--- src/rtl/lpt_pkg.sv ---
`timescale 1ns/1ps
package lpt_pkg;
  localparam int unsigned NSLOT  = 5;
  localparam int unsigned SLOT_W = $clog2(NSLOT + 1);

  localparam int unsigned SLOT_M   = 0;
  localparam int unsigned SLOT_S   = 1;
  localparam int unsigned SLOT_VS  = 2;
  localparam int unsigned SLOT_DBG = 3;
  localparam int unsigned SLOT_NMI = 4;

  localparam logic [1:0] PRIV_U = 2'd0;
  localparam logic [1:0] PRIV_S = 2'd1;
  localparam logic [1:0] PRIV_M = 2'd3;

  typedef struct packed {
    logic m_lpe;
    logic menv_lpe;
    logic henv_lpe;
    logic senv_lpe;
  } lpe_cfg_t;

  // Enable selection when S-mode exists
  function automatic logic full_mode_lpe(input logic [1:0] priv, input logic virt,
                                         input lpe_cfg_t c, input bit has_h);
    if (priv == PRIV_M) return c.m_lpe;
    if (priv == PRIV_S) return (virt && has_h) ? c.henv_lpe : c.menv_lpe;
    return c.senv_lpe;
  endfunction

  // Enable selection for an M/U-only hart
  function automatic logic mu_mode_lpe(input logic [1:0] priv, input lpe_cfg_t c);
    return (priv == PRIV_M) ? c.m_lpe : c.menv_lpe;
  endfunction

  // Map a trap target / return source code to its slot index
  function automatic logic [SLOT_W-1:0] tgt_to_slot(input logic [1:0] code);
    case (code)
      2'd1:    return SLOT_W'(SLOT_S);
      2'd2:    return SLOT_W'(SLOT_VS);
      default: return SLOT_W'(SLOT_M);
    endcase
  endfunction
endpackage

--- src/rtl/lpt_enable_sel.sv ---
`timescale 1ns/1ps
module lpt_enable_sel
  import lpt_pkg::*;
#(
  parameter bit HAS_SMODE = 1'b1,
  parameter bit HAS_HYP   = 1'b1
) (
  input  logic [1:0] priv_i,
  input  logic       virt_i,
  input  lpe_cfg_t   cfg_i,
  output logic       lpe_o
);
  generate
    if (HAS_SMODE) begin : g_with_s
      assign lpe_o = full_mode_lpe(priv_i, virt_i, cfg_i, HAS_HYP);
    end else begin : g_mu_only
      logic unused_virt;
      assign unused_virt = virt_i;
      assign lpe_o = mu_mode_lpe(priv_i, cfg_i);
    end
  endgenerate
endmodule

--- src/rtl/lpt_event_decode.sv ---
`timescale 1ns/1ps
module lpt_event_decode
  import lpt_pkg::*;
(
  input  logic             trap_i,
  input  logic [1:0]       trap_tgt_i,
  input  logic             xret_i,
  input  logic [1:0]       xret_src_i,
  input  logic             dbg_enter_i,
  input  logic             dbg_resume_i,
  input  logic             nmi_enter_i,
  input  logic             nmi_ret_i,
  output logic [NSLOT-1:0] save_vec_o,
  output logic [NSLOT-1:0] rest_vec_o,
  output logic [NSLOT-1:0] clr_vec_o,
  output logic             any_entry_o,
  output logic             any_ret_o
);
  logic ev_nmi, ev_dbg, ev_trap, ev_mnret, ev_resume, ev_xret;
  logic [SLOT_W-1:0] trap_slot, xret_slot;

  // Entry priority: NMI, then debug, then trap
  assign ev_nmi  = nmi_enter_i;
  assign ev_dbg  = dbg_enter_i & ~nmi_enter_i;
  assign ev_trap = trap_i & ~nmi_enter_i & ~dbg_enter_i;
  assign any_entry_o = ev_nmi | ev_dbg | ev_trap;

  // Returns only when no entry; NMI return, then resume, then trap return
  assign ev_mnret  = nmi_ret_i & ~any_entry_o;
  assign ev_resume = dbg_resume_i & ~any_entry_o & ~nmi_ret_i;
  assign ev_xret   = xret_i & ~any_entry_o & ~nmi_ret_i & ~dbg_resume_i;
  assign any_ret_o = ev_mnret | ev_resume | ev_xret;

  assign trap_slot = tgt_to_slot(trap_tgt_i);
  assign xret_slot = tgt_to_slot(xret_src_i);

  always_comb begin
    save_vec_o = '0;
    rest_vec_o = '0;
    clr_vec_o  = '0;
    if (ev_trap) save_vec_o[trap_slot] = 1'b1;
    save_vec_o[SLOT_DBG] = ev_dbg;
    save_vec_o[SLOT_NMI] = ev_nmi;
    if (ev_xret) begin
      rest_vec_o[xret_slot] = 1'b1;
      clr_vec_o[xret_slot]  = 1'b1;
    end
    rest_vec_o[SLOT_DBG] = ev_resume;
    rest_vec_o[SLOT_NMI] = ev_mnret;
  end
endmodule

--- src/rtl/lpt_slot_bank.sv ---
`timescale 1ns/1ps
module lpt_slot_bank
  import lpt_pkg::*;
(
  input  logic              clk,
  input  logic              rst_n,
  input  logic              elp_i,
  input  logic [NSLOT-1:0]  save_vec_i,
  input  logic [NSLOT-1:0]  clr_vec_i,
  input  logic              wr_en_i,
  input  logic [SLOT_W-1:0] wr_sel_i,
  input  logic              wr_data_i,
  output logic [NSLOT-1:0]  slot_o
);
  generate
    for (genvar k = 0; k < NSLOT; k++) begin : g_slot
      logic hit;
      assign hit = wr_en_i && (wr_sel_i == SLOT_W'(k));
      always_ff @(posedge clk or negedge rst_n) begin
        if (!rst_n)             slot_o[k] <= 1'b0;
        else if (save_vec_i[k]) slot_o[k] <= elp_i;
        else if (clr_vec_i[k])  slot_o[k] <= 1'b0;
        else if (hit)           slot_o[k] <= wr_data_i;
      end
    end
  endgenerate
endmodule

--- src/rtl/lpt_elp_core.sv ---
`timescale 1ns/1ps
module lpt_elp_core
  import lpt_pkg::*;
(
  input  logic             clk,
  input  logic             rst_n,
  input  logic             any_entry_i,
  input  logic             any_ret_i,
  input  logic [NSLOT-1:0] rest_vec_i,
  input  logic [NSLOT-1:0] slot_i,
  input  logic             ret_lpe_i,
  input  logic             set_i,
  input  logic             cur_lpe_i,
  output logic             elp_o
);
  logic restored, elp_nxt;
  assign restored = |(rest_vec_i & slot_i);

  always_comb begin
    elp_nxt = elp_o;
    if (any_entry_i)            elp_nxt = 1'b0;
    else if (any_ret_i)         elp_nxt = restored & ret_lpe_i;
    else if (set_i & cur_lpe_i) elp_nxt = 1'b1;
  end

  always_ff @(posedge clk or negedge rst_n) begin
    if (!rst_n) elp_o <= 1'b0;
    else        elp_o <= elp_nxt;
  end
endmodule

--- src/rtl/lp_state_tracker.sv ---
`timescale 1ns/1ps
module lp_state_tracker
  import lpt_pkg::*;
#(
  parameter bit HAS_SMODE = 1'b1,
  parameter bit HAS_HYP   = 1'b1
) (
  input  logic        clk,
  input  logic        rst_n,
  input  logic [1:0]  cur_priv_i,
  input  logic        cur_virt_i,
  input  logic        cfg_m_lpe_i,
  input  logic        cfg_menv_lpe_i,
  input  logic        cfg_henv_lpe_i,
  input  logic        cfg_senv_lpe_i,
  input  logic        jump_set_i,
  input  logic        trap_i,
  input  logic [1:0]  trap_tgt_i,
  input  logic        xret_i,
  input  logic [1:0]  xret_src_i,
  input  logic        dbg_enter_i,
  input  logic        dbg_resume_i,
  input  logic        nmi_enter_i,
  input  logic        nmi_ret_i,
  input  logic [1:0]  ret_priv_i,
  input  logic        ret_virt_i,
  input  logic        csr_we_i,
  input  logic [2:0]  csr_sel_i,
  input  logic        csr_wdata_i,
  output logic        csr_rdata_o,
  output logic        elp_o,
  output logic [4:0]  pelp_o,
  output logic        lpe_cur_o
);
  lpe_cfg_t         cfg;
  logic             cur_lpe, ret_lpe, any_entry, any_ret;
  logic [NSLOT-1:0] save_vec, rest_vec, clr_vec, slots;
  logic [SLOT_W-1:0] sel;

  assign cfg = '{m_lpe: cfg_m_lpe_i, menv_lpe: cfg_menv_lpe_i,
                 henv_lpe: cfg_henv_lpe_i, senv_lpe: cfg_senv_lpe_i};
  assign sel = SLOT_W'(csr_sel_i);

  lpt_enable_sel #(.HAS_SMODE(HAS_SMODE), .HAS_HYP(HAS_HYP)) u_cur_en (
    .priv_i(cur_priv_i), .virt_i(cur_virt_i), .cfg_i(cfg), .lpe_o(cur_lpe));

  lpt_enable_sel #(.HAS_SMODE(HAS_SMODE), .HAS_HYP(HAS_HYP)) u_ret_en (
    .priv_i(ret_priv_i), .virt_i(ret_virt_i), .cfg_i(cfg), .lpe_o(ret_lpe));

  lpt_event_decode u_dec (
    .trap_i(trap_i), .trap_tgt_i(trap_tgt_i), .xret_i(xret_i), .xret_src_i(xret_src_i),
    .dbg_enter_i(dbg_enter_i), .dbg_resume_i(dbg_resume_i),
    .nmi_enter_i(nmi_enter_i), .nmi_ret_i(nmi_ret_i),
    .save_vec_o(save_vec), .rest_vec_o(rest_vec), .clr_vec_o(clr_vec),
    .any_entry_o(any_entry), .any_ret_o(any_ret));

  lpt_slot_bank u_bank (
    .clk(clk), .rst_n(rst_n), .elp_i(elp_o), .save_vec_i(save_vec), .clr_vec_i(clr_vec),
    .wr_en_i(csr_we_i), .wr_sel_i(sel), .wr_data_i(csr_wdata_i), .slot_o(slots));

  lpt_elp_core u_core (
    .clk(clk), .rst_n(rst_n), .any_entry_i(any_entry), .any_ret_i(any_ret),
    .rest_vec_i(rest_vec), .slot_i(slots), .ret_lpe_i(ret_lpe), .set_i(jump_set_i),
    .cur_lpe_i(cur_lpe), .elp_o(elp_o));

  assign csr_rdata_o = (sel < SLOT_W'(NSLOT)) ? slots[sel] : 1'b0;
  assign pelp_o      = slots;
  assign lpe_cur_o   = cur_lpe;
endmodule

--- config.mk ---
export PLATFORM = sky130hd
export DESIGN_NAME = lp_state_tracker
export DESIGN_NICKNAME = d
export VERILOG_FILES = /design/src/rtl/lpt_pkg.sv /design/src/rtl/lpt_enable_sel.sv /design/src/rtl/lpt_event_decode.sv /design/src/rtl/lpt_slot_bank.sv /design/src/rtl/lpt_elp_core.sv /design/src/rtl/lp_state_tracker.sv
export SDC_FILE = /design/constraint.sdc
export NUM_CORES = 1
export LEC_CHECK = 0
export ABC_AREA = 1
export BUFFER_PORTS_ARGS = -buffer_cell sky130_fd_sc_hd__buf_2
export CORE_MARGIN = 3
export CORE_UTILIZATION = 45
export DETAILED_ROUTE_END_ITERATION = 10
export PLACE_DENSITY = 0.75
export SLEW_MARGIN = 20
export SYNTH_ARGS = -nofsm -noshare
export SYNTH_HDL_FRONTEND = slang
export SYNTH_HIERARCHICAL = 1
export SYNTH_SLANG_ARGS = --single-unit
export TNS_END_PERCENT = 5
--- constraint.sdc ---
create_clock -name clk -period 0.85 [get_ports clk]
set_input_delay 0.0425 -clock clk [delete_from_list [all_inputs] [get_ports clk]]
set_output_delay 0.0425 -clock clk [all_outputs]
set_load 0.02 [all_outputs]
Word level (Yosys, flattened, before mapping)
Cells that the tools add are included.
- reduce and logical (&&, ||, !) cells: 15
- bitwise logic cells: 21
- multiplexer cells: 45
- eq/ne operators: 12
- $lt $le $gt $ge: 6
- operators with widths (kind ; number):
    2-to-1 mux 1 bit ; 38
    nonzero test 3 bit ; 6
    AND 1 bit ; 11
    equality test 2 x 1 -> 1 bit, second input constant ; 4
    equality test 2 bit, second input constant ; 4
    < comparator 2 x 4 -> 1 bit, second input constant ; 2
    one-hot mux 2 bit (2 select lines) ; 2
    logical AND 1 bit ; 7
    demux 1 bit (select 3 bit) ; 2
    equality test 3 x 2 -> 1 bit, second input constant ; 2
    AND 5 bit ; 1
    2-to-1 mux 5 bit ; 1
    NOT 1 bit ; 5
    OR reduction 5 bit ; 1
    greater-or-equal comparator 2 x 1 -> 1 bit, second input constant ; 2
    < comparator 3 x 4 -> 1 bit, second input constant ; 1
    OR 1 bit ; 4
    binary-select mux 1 bit (select 3 bit) ; 1
    equality test 3 x 1 -> 1 bit, second input constant ; 1
    equality test 3 bit, second input constant ; 1
    zero test 3 bit ; 1
    < comparator 3 bit, second input constant ; 1
    2-to-1 mux 3 bit ; 1
- output and inout port bits: 8
- flip-flop bits (word level): 6
- logic and storage cells: 105
- bits of input ports: 28

Longest topological paths before layout
Gate-level depths: netlist (run 1).
- depth after elaboration: 14
- mapped depth: 10
- gate-level depth less buffers: 10

By module
Netlist (run 1), hierarchy kept.
- modules (own cells, without submodules) (module ; seq. area each (sq um) ; cells each ; area each (sq um) ; times used):
    lpt_slot_bank ; 125.1 ; 61 ; 349.1 ; 1
    lpt_event_decode ; 0.0 ; 48 ; 286.5 ; 1
    lpt_enable_sel ; 0.0 ; 12 ; 46.3 ; 2
    lpt_elp_core ; 25.0 ; 14 ; 87.6 ; 1
    lp_state_tracker ; 0.0 ; 17 ; 68.8 ; 1

Worst setup path before layout (run 1)
OpenSTA, ideal clock, no wires.
- path type: input-to-reg
- from: input xret_src_i[0]
- to: register u_core.elp_o
- path buffers: 1
- arrival: 0.834 ns
- setup time: 0.124 ns
- data required time: 0.726 ns
- cell stages on the path: 9
- path slack: -0.108 ns
- cells stage by stage: inv_1 > ha_1 > inv_1 > nor2_2 > buf_4 > nand2_1 > nand3_1 > o21bai_1 > a21oi_1
- cells in the longest elaborated chain, start to end: 12
- elaborated cells on any way between the ends: 14
- those cells by class: order compare: 2; eq/ne: 2; mux: 6; bitwise: 2; reduce/logical: 2
- ends and longest elaborated chain (element ; RTL line ; text):
    from (decl) ; lp_state_tracker.sv:20 ; input logic [1:0] xret_src_i,
    equality test 2 bit or equality test 2 x 1 -> 1 bit (tied branches) ; lpt_pkg.sv:38 ; case (code)
    one-hot mux 2 bit (2 select lines) (*) ; lpt_pkg.sv:38 ;
    < comparator 2 x 4 -> 1 bit or greater-or-equal comparator 2 x 1 -> 1 bit (tied branches) ; - ;
    logical AND 1 bit ; - ;
    2-to-1 mux 1 bit ; - ;
    demux 1 bit (select 3 bit) (*) ; - ;
    2-to-1 mux 5 bit (*) ; - ;
    named net clr_vec[0] ; lp_state_tracker.sv:37 ; logic [NSLOT-1:0] save_vec, rest_vec, clr_vec, slots;
    AND 5 bit (*) ; lpt_elp_core.sv:17 ; assign restored = |(rest_vec_i & slot_i);
    OR reduction 5 bit (*) ; lpt_elp_core.sv:17 ;
    AND 1 bit (*) ; lpt_elp_core.sv:22 ; else if (any_ret_i) elp_nxt = restored & ret_lpe_i;
    2-to-1 mux 1 bit (*) ; lpt_elp_core.sv:22 ;
    2-to-1 mux 1 bit (*) ; lpt_elp_core.sv:21 ; if (any_entry_i) elp_nxt = 1'b0;
    to (signal assigned) ; lpt_elp_core.sv:28 ; else elp_o <= elp_nxt;
    to (decl) ; lpt_elp_core.sv:14 ; output logic elp_o
The timed path passes the listed nets; every way through them passes the cells marked *.
A chain may end at the register's enable or synchronous reset.

Final worst setup path (run 1)
- from: register u_bank.slot_o[3]
- to: output csr_rdata_o
- cells in the longest elaborated chain, start to end: 3
- ends and longest elaborated chain (element ; RTL line ; text):
    from (decl) ; lpt_slot_bank.sv:13 ; output logic [NSLOT-1:0] slot_o
    from (signal, indexed assignment) ; lpt_slot_bank.sv:21 ; else if (save_vec_i[k]) slot_o[k] <= elp_i;
    from (signal, indexed assignment) ; lpt_slot_bank.sv:23 ; else if (hit) slot_o[k] <= wr_data_i;
    binary-select mux 1 bit (select 3 bit) ; lp_state_tracker.sv:66 ; assign csr_rdata_o = (sel < SLOT_W'(NSLOT)) ? slots[sel] : 1'b0;
    2-to-1 mux 1 bit (not written as such) ; lp_state_tracker.sv:66 ;
    2-to-1 mux 1 bit ; lp_state_tracker.sv:66 ;
    to (decl) ; lp_state_tracker.sv:30 ; output logic csr_rdata_o,
Every way passes these cells. The select of a mux whose other input is x is not followed.

==> metrics, run 1 <==
vias in the first global route=roughly 950; CTS tree=yes; hold_sp=trap_i; Ant. Diodes=0; YS warnings=6; initial antenna violation count=0; post-synthesis sequential area ratio=0.170; Initial Util=0.496; CP dominant cell by count=nand2_1; Overflow after GRT=0; DR vias=roughly 1,000; DRT Pass-1 Iters=4; share of cells above drive strength 1=0.341; CP cell instances=inv_1, nand2_1, nand3_1, nand2_1, nand2_1, nand2_2, buf_6; per-cell routed wire length=between 8 and 9 µm; worst-path maximum fanout=2; PnR Total Power=~1.3 mW; CP arrival=around 1.1 ns; GRT Total Usage=0.192; Worst Hold End=u_core/elp_o$_DFFE_PN0P_; CTS buffer count=3; Initial DRC Count=16; # fillers=~170; first-pass GRT wire length=between 3 and 4 mm; Vias/cell=~4.3; flops & latches, synth=6; final-stage net count=239; reg2reg setup slack=-0.21 ns; DRC=0; hold depth=4; Mapped Nets=196; clk_lat worst skew=~0.24 ns; static leakage power=around 0.8 nW; HP Class=input pin to flip-flop; Setup-failing EPs final=8; post-route clock period utilization=1.34; total routed wirelength=~2.1 mm; critical path's slowest cell=dfrtp_1; # port buffers=35; non-filler instance count after layout=230; # rows=15; reg2reg start=u_bank/slot_o[1]$_DFFE_PN0P_; final worst slack=-0.291 ns; H-tree depth=1; post-DP HPWL=1.74 mm; largest net degree at the start of global routing=8; shortest period the worst path allows=1.14 ns; Routed Antenna Nets=0; FF-to-FF path depth=6; top post-synthesis cells by area=nand2_1 (29%), dfrtp_1 (17%), inv_1 (13%); die area=about 2500 µm²; Die Width=a little over 50 µm; kind of critical path=flip-flop to output port; Startpoint Class=flip-flop; placed cells=~220; fmax=around 880 MHz; Clock Skews=0.000966 ns; Storage cell area=approximately 150 µm²; core outline area=1780 µm²; Synth-to-Final Area Change=39.2%; io pins=36; Worst Path Required=0.81 ns; Worst-path clk slew=about 0.05 ns; Synth top area share=0.293; Pwr per Cell Area=between 1000 and 1500 nW/µm²; Syn Inst Count=between 150 and 200; failing checks=negative setup slack; Max IR drop VDD=approximately 0.45 mV; syn avg cell area=approximately 5.4 µm²; post-synth top area cell=nand2_1; FF-to-FF End=u_core/elp_o$_DFFE_PN0P_; Root Driver=clkbuf_4; Max stage delay on crit path=0.38 ns; clock sink count=6; Bufs on Longest Clock Path=2; Cell variety after synth=17; status=finished, violations left; Crit. End Element=output port; Multi-input gate area=576 µm²; Post-Syn Area=885 µm²; pre-CTS setup slack=-0.222 ns; gpl congestion=slightly above 0.8; Max-Cap Viols=0; fin. max-slew vios=0; final hold vios=0; die height=~50 µm; Final Core Density=0.691; RSZ-0062 raised after global routing=true
==> cell families after synthesis <==
family          synth area share
simple gates               0.526
compound gates            0.0269
other cells              0.00424
buf+inv                    0.216
flops                      0.170
fa+ha+maj                 0.0566
==> final cells by class <==
class / count / share of cell area
sequential: 6 / 0.123
clock buffer: 3 / 0.0183
multi-input combinational: 115 / 0.467
inverter: 35 / 0.107
timing repair buffer: 46 / 0.259
tap: 25 / 0.0254
==> per-layer routing <==
| metal | vias up | GRT usage | part of all wire |
|---|---|---|---|
| met5 | - | 0 | 0 |
| met3 | 2 | 0.0267 | 0.048 |
| met2 | 32 | 0.363 | 0.54 |
| li1 | 550 | - | - |
| met1 | 412 | 0.209 | 0.40 |
| met4 | 0 | 0.0807 | 0.0097 |
==> timing repair <==
action,CTS,global route
hold buffers,1,0
gates resized for setup,16,7
endpoints found under the setup margin,8,9
pin swaps,2,3
hold endpoints to repair,6,0
setup buffers,4,1
==> flip-flops by register name, indices dropped and copies added (netlist names) <==
| name | cells |
|---|---|
| u_bank/slot_o | 5 |
| u_core/elp_o | 1 |
==> cell usage in the layout, fill, tap and decap left out <==
cell type and count:
clkbuf_4 3, inv_1 30, nand2_1 67, o21bai_2 1, inv_2 5, a21oi_1 1
dfrtp_2 1, nand2_2 2, dlygate4sd3_1 1, nor2_2 5, ha_1 3, nand3_1 10
nand2_4 2, buf_6 11, conb_1 1, buf_4 6, nor3_2 1, nor2_1 15
nor2_4 4, nand4_1 1, o21bai_1 1, ha_4 1, buf_2 28, dfrtp_1 5
==> worst max-delay path by stage <==
stage / start / end / slack (ns) / cells past startpoint
after floorplan: nmi_enter_i / u_core/elp_o$_DFFE_PN0P_ / -0.08 / 10
after global placement: nmi_enter_i / u_core/elp_o$_DFFE_PN0P_ / -0.15 / 10
after detailed placement: nmi_enter_i / u_core/elp_o$_DFFE_PN0P_ / -0.22 / 10
after CTS: u_bank/slot_o[0]$_DFFE_PN0P_ / csr_rdata_o / -0.30 / 7
after global routing: u_bank/slot_o[1]$_DFFE_PN0P_ / csr_rdata_o / -0.43 / 7
final: u_bank/slot_o[3]$_DFFE_PN0P_ / csr_rdata_o / -0.29 / 7
==> through the flow <==
| step | instance area [µm²] | setup TNS, ns | hold WS, ns |
|---|---|---|---|
| final | 1230 | -1.04 | 0.113 |
| after floorplan | 905 | -0.158 | -0.253 |
| after global placement | 1090 | -0.723 | -0.124 |
| after global routing | 1230 | -1.57 | 0.117 |
| after CTS | 1200 | -0.935 | 0.106 |
| after detailed placement | 1090 | -0.988 | -0.125 |
==> synthesized netlist by cell type <==
| cell type | count |
|---|---|
| buf_4 | 8 |
| nor2_1 | 17 |
| nor2_4 | 2 |
| inv_1 | 31 |
| nor3_2 | 1 |
| nor2_2 | 5 |
| nand3_1 | 10 |
| nand4_1 | 1 |
| a21oi_1 | 1 |
| o21bai_2 | 1 |
| inv_2 | 4 |
| dfrtp_1 | 6 |
| ha_1 | 4 |
| conb_1 | 1 |
| o21bai_1 | 1 |
| nand2_4 | 2 |
| nand2_1 | 69 |
==> worst max-delay path, delay by kind of cell, from the launching register on <==
family | cells | cell delay (ns)
flip-flops | 1 | 0.38
buffers and inverters | 2 | 0.18
AND/OR/NAND/NOR | 5 | 0.28
==> report_power, final <==
group	leakage, nW	internal (mW)	switching [mW]
sequential	0.0760	0.329	0.0275
clock	0.0138	0.160	0.105
combinational	0.710	0.332	0.341
total	0.800	0.820	0.474
Power figures use the tool's default switching activity.
==> run 2, diff against run 1 <==
CORE_UTILIZATION = 48   (was 45)
PLACE_DENSITY = 0.8   (was 0.75)
==> metrics, run 2 (synthesis results as in run 1) <==
kind of critical path=flip-flop to output port; Bufs on Longest Clock Path=2 (unchanged); Max stage delay on crit path=0.38 ns (about the same); setup TNS=-0.960 ns (+0.0754 ns); CP dominant cell by count=nand2_1; Clock Skews=0.00214 ns (+0.00118 ns); first-pass GRT wire length=3.87 mm (+2.0%); Setup-failing EPs final=8 (unchanged); Max-Cap Viols=0 (unchanged); fmax=901 MHz (+2.8%); post-DP HPWL=1.89 mm (+8.5%); Initial DRC Count=19 (+3); # rows=14 (-1); die height=48.9 µm (-2.8%); gpl congestion=0.851 (+5.3%); hold_sp=dbg_enter_i; Overflow after GRT=0 (unchanged); GRT Total Usage=0.204 (+0.0126); Worst-path clk slew=0.04 ns (about the same); Die Width=48.9 µm (-2.8%); Top reg by flops=u_bank/slot_o; Pwr per Cell Area=1050 nW/µm² (+0.40%); Synth-to-Final Area Change=34.9%; post-route clock period utilization=1.31 (-0.0367); final-stage net count=238 (-0.42%); failing checks=negative setup slack; CTS buffer count=3 (unchanged); CP startpoint=u_bank/slot_o[0]$_DFFE_PN0P_; Vias/cell=4.49 (+3.6%); final hold vios=0 (unchanged); Routed Antenna Nets=0 (unchanged); FF-to-FF End=u_core/elp_o$_DFFE_PN0P_; io pins=36 (unchanged); H-tree depth=1 (unchanged); PnR Total Power=1.26 mW (-2.7%); RSZ-0062 raised after global routing=true; fin. max-slew vios=0 (unchanged); core outline area=1610 µm² (-9.6%); CTS tree=yes; Top Registers=u_bank/slot_o: 5 flops, u_core/elp_o: 1 flops; shortest period the worst path allows=1.11 ns (-0.0312 ns); Ant. Diodes=0 (unchanged); share of cells above drive strength 1=0.333 (-0.00813); HP Class=input pin to flip-flop; hold depth=4 (unchanged); Initial Util=0.549 (+0.0528); Startpoint Class=flip-flop; Crit. End Element=output port; # port buffers=35 (unchanged); worst-path maximum fanout=2 (unchanged); most frequent cells in the layout=nand2_1 (68), inv_1 (30), buf_2 (29); FF-to-FF path depth=6 (unchanged); per-cell routed wire length=9.56 µm (+6.8%); status=finished, violations left; die area=2390 µm² (-5.5%); DRC=0 (unchanged); reg2reg setup slack=-0.19 ns (+0.02 ns); max reg flops=5 (unchanged); vias in the first global route=972 (+1.9%); DR vias=1,023 (+2.7%); largest net degree at the start of global routing=8 (unchanged); Worst Hold End=u_core/elp_o$_DFFE_PN0P_; clk_lat worst skew=0.24 ns (about the same); initial antenna violation count=0 (unchanged); critical path's slowest cell=dfrtp_1; reg2reg start=u_bank/slot_o[2]$_DFFE_PN0P_; DRT Pass-1 Iters=4 (unchanged); total routed wirelength=2.18 mm (+5.9%); Max IR drop VDD=0.653 mV (+46%); CP cell instances=inv_1, nand2_1, nand3_1, nand2_1, nand2_1, nand2_1, buf_6; commonest non-fill, non-tap cell in the layout=nand2_1; final worst slack=-0.259 ns (+0.0312 ns); CP arrival=1.07 ns (-0.03 ns); static leakage power=0.790 nW (-1.3%); Root Driver=clkbuf_4; clock sink count=6 (unchanged); Worst Path Required=0.81 ns (about the same)
[run 2: changes by cell type in the layout (fill, tap and decap cells not counted)]
cell     previous run  this run
nor2_4              4         3
nand2_2             2         1
buf_2              28        29
nor2_2              5         6
buf_6              11         6
buf_4               6         9
nand2_1            67        68
[run 2: worst max path at each step]
stage | to | slack, ns | cells after the start
floorplan | u_core/elp_o$_DFFE_PN0P_ | -0.08 | 10
global placement | u_bank/slot_o[0]$_DFFE_PN0P_ | -0.15 | 10
CTS | csr_rdata_o | -0.27 | 7
finish | csr_rdata_o | -0.26 | 7
detailed placement | u_core/elp_o$_DFFE_PN0P_ | -0.24 | 10
global route | csr_rdata_o | -0.37 | 7
[run 2: through the flow]
stage	std cells	hold WS, ns	worst slack, ns	cell area (µm²)	utilization
2_1_floorplan	164	-0.253	-0.0834	905	-
3_3_place_gp	219	-0.128	-0.151	1080	0.670
3_5_place_dp	219	-0.127	-0.238	1080	0.670
4_1_cts	227	0.0984	-0.272	1180	0.731
5_1_grt	228	0.119	-0.370	1190	0.741
6_report	228	0.111	-0.259	1190	0.741
[run 2: layer usage]
| layer | GRT usage | wire length (µm) | up-vias |
|---|---|---|---|
| li1 | - | - | 547 |
| met4 | 0.0853 | 0 | 0 |
| met5 | 0 | 0 | - |
| met2 | 0.391 | 1180 | 34 |
| met3 | 0.0489 | 124 | 0 |
| met1 | 0.208 | 871 | 442 |
[run 2: timing repair]
action,in CTS,in global routing
buffers inserted,4,1
resized for setup,12,3
hold buffers,1,0
pin swaps,4,5
endpoints found under the setup margin,8,11
endpoints found under the hold margin,6,0
[run 2: cell type report]
cell class	count	area, µm²
Multi-Input combinational cell	115	568
Fill cell	141	418
Timing Repair Buffer	45	290
Sequential cell	6	151
Inverter	35	131
Tap cell	24	30.0
Clock buffer	3	22.5
[run 2: critical path: cells and delay by family, from the launching register on]
kind,cells,cell delay [ns]
and+or+nand+nor,5,0.28
DFF,1,0.38
buffers and inverters,2,0.18
[run 2: power breakdown]
part           internal [mW]  switching (mW)
Sequential             0.329          0.0275
Combinational          0.307           0.341
Clock                  0.159          0.0963
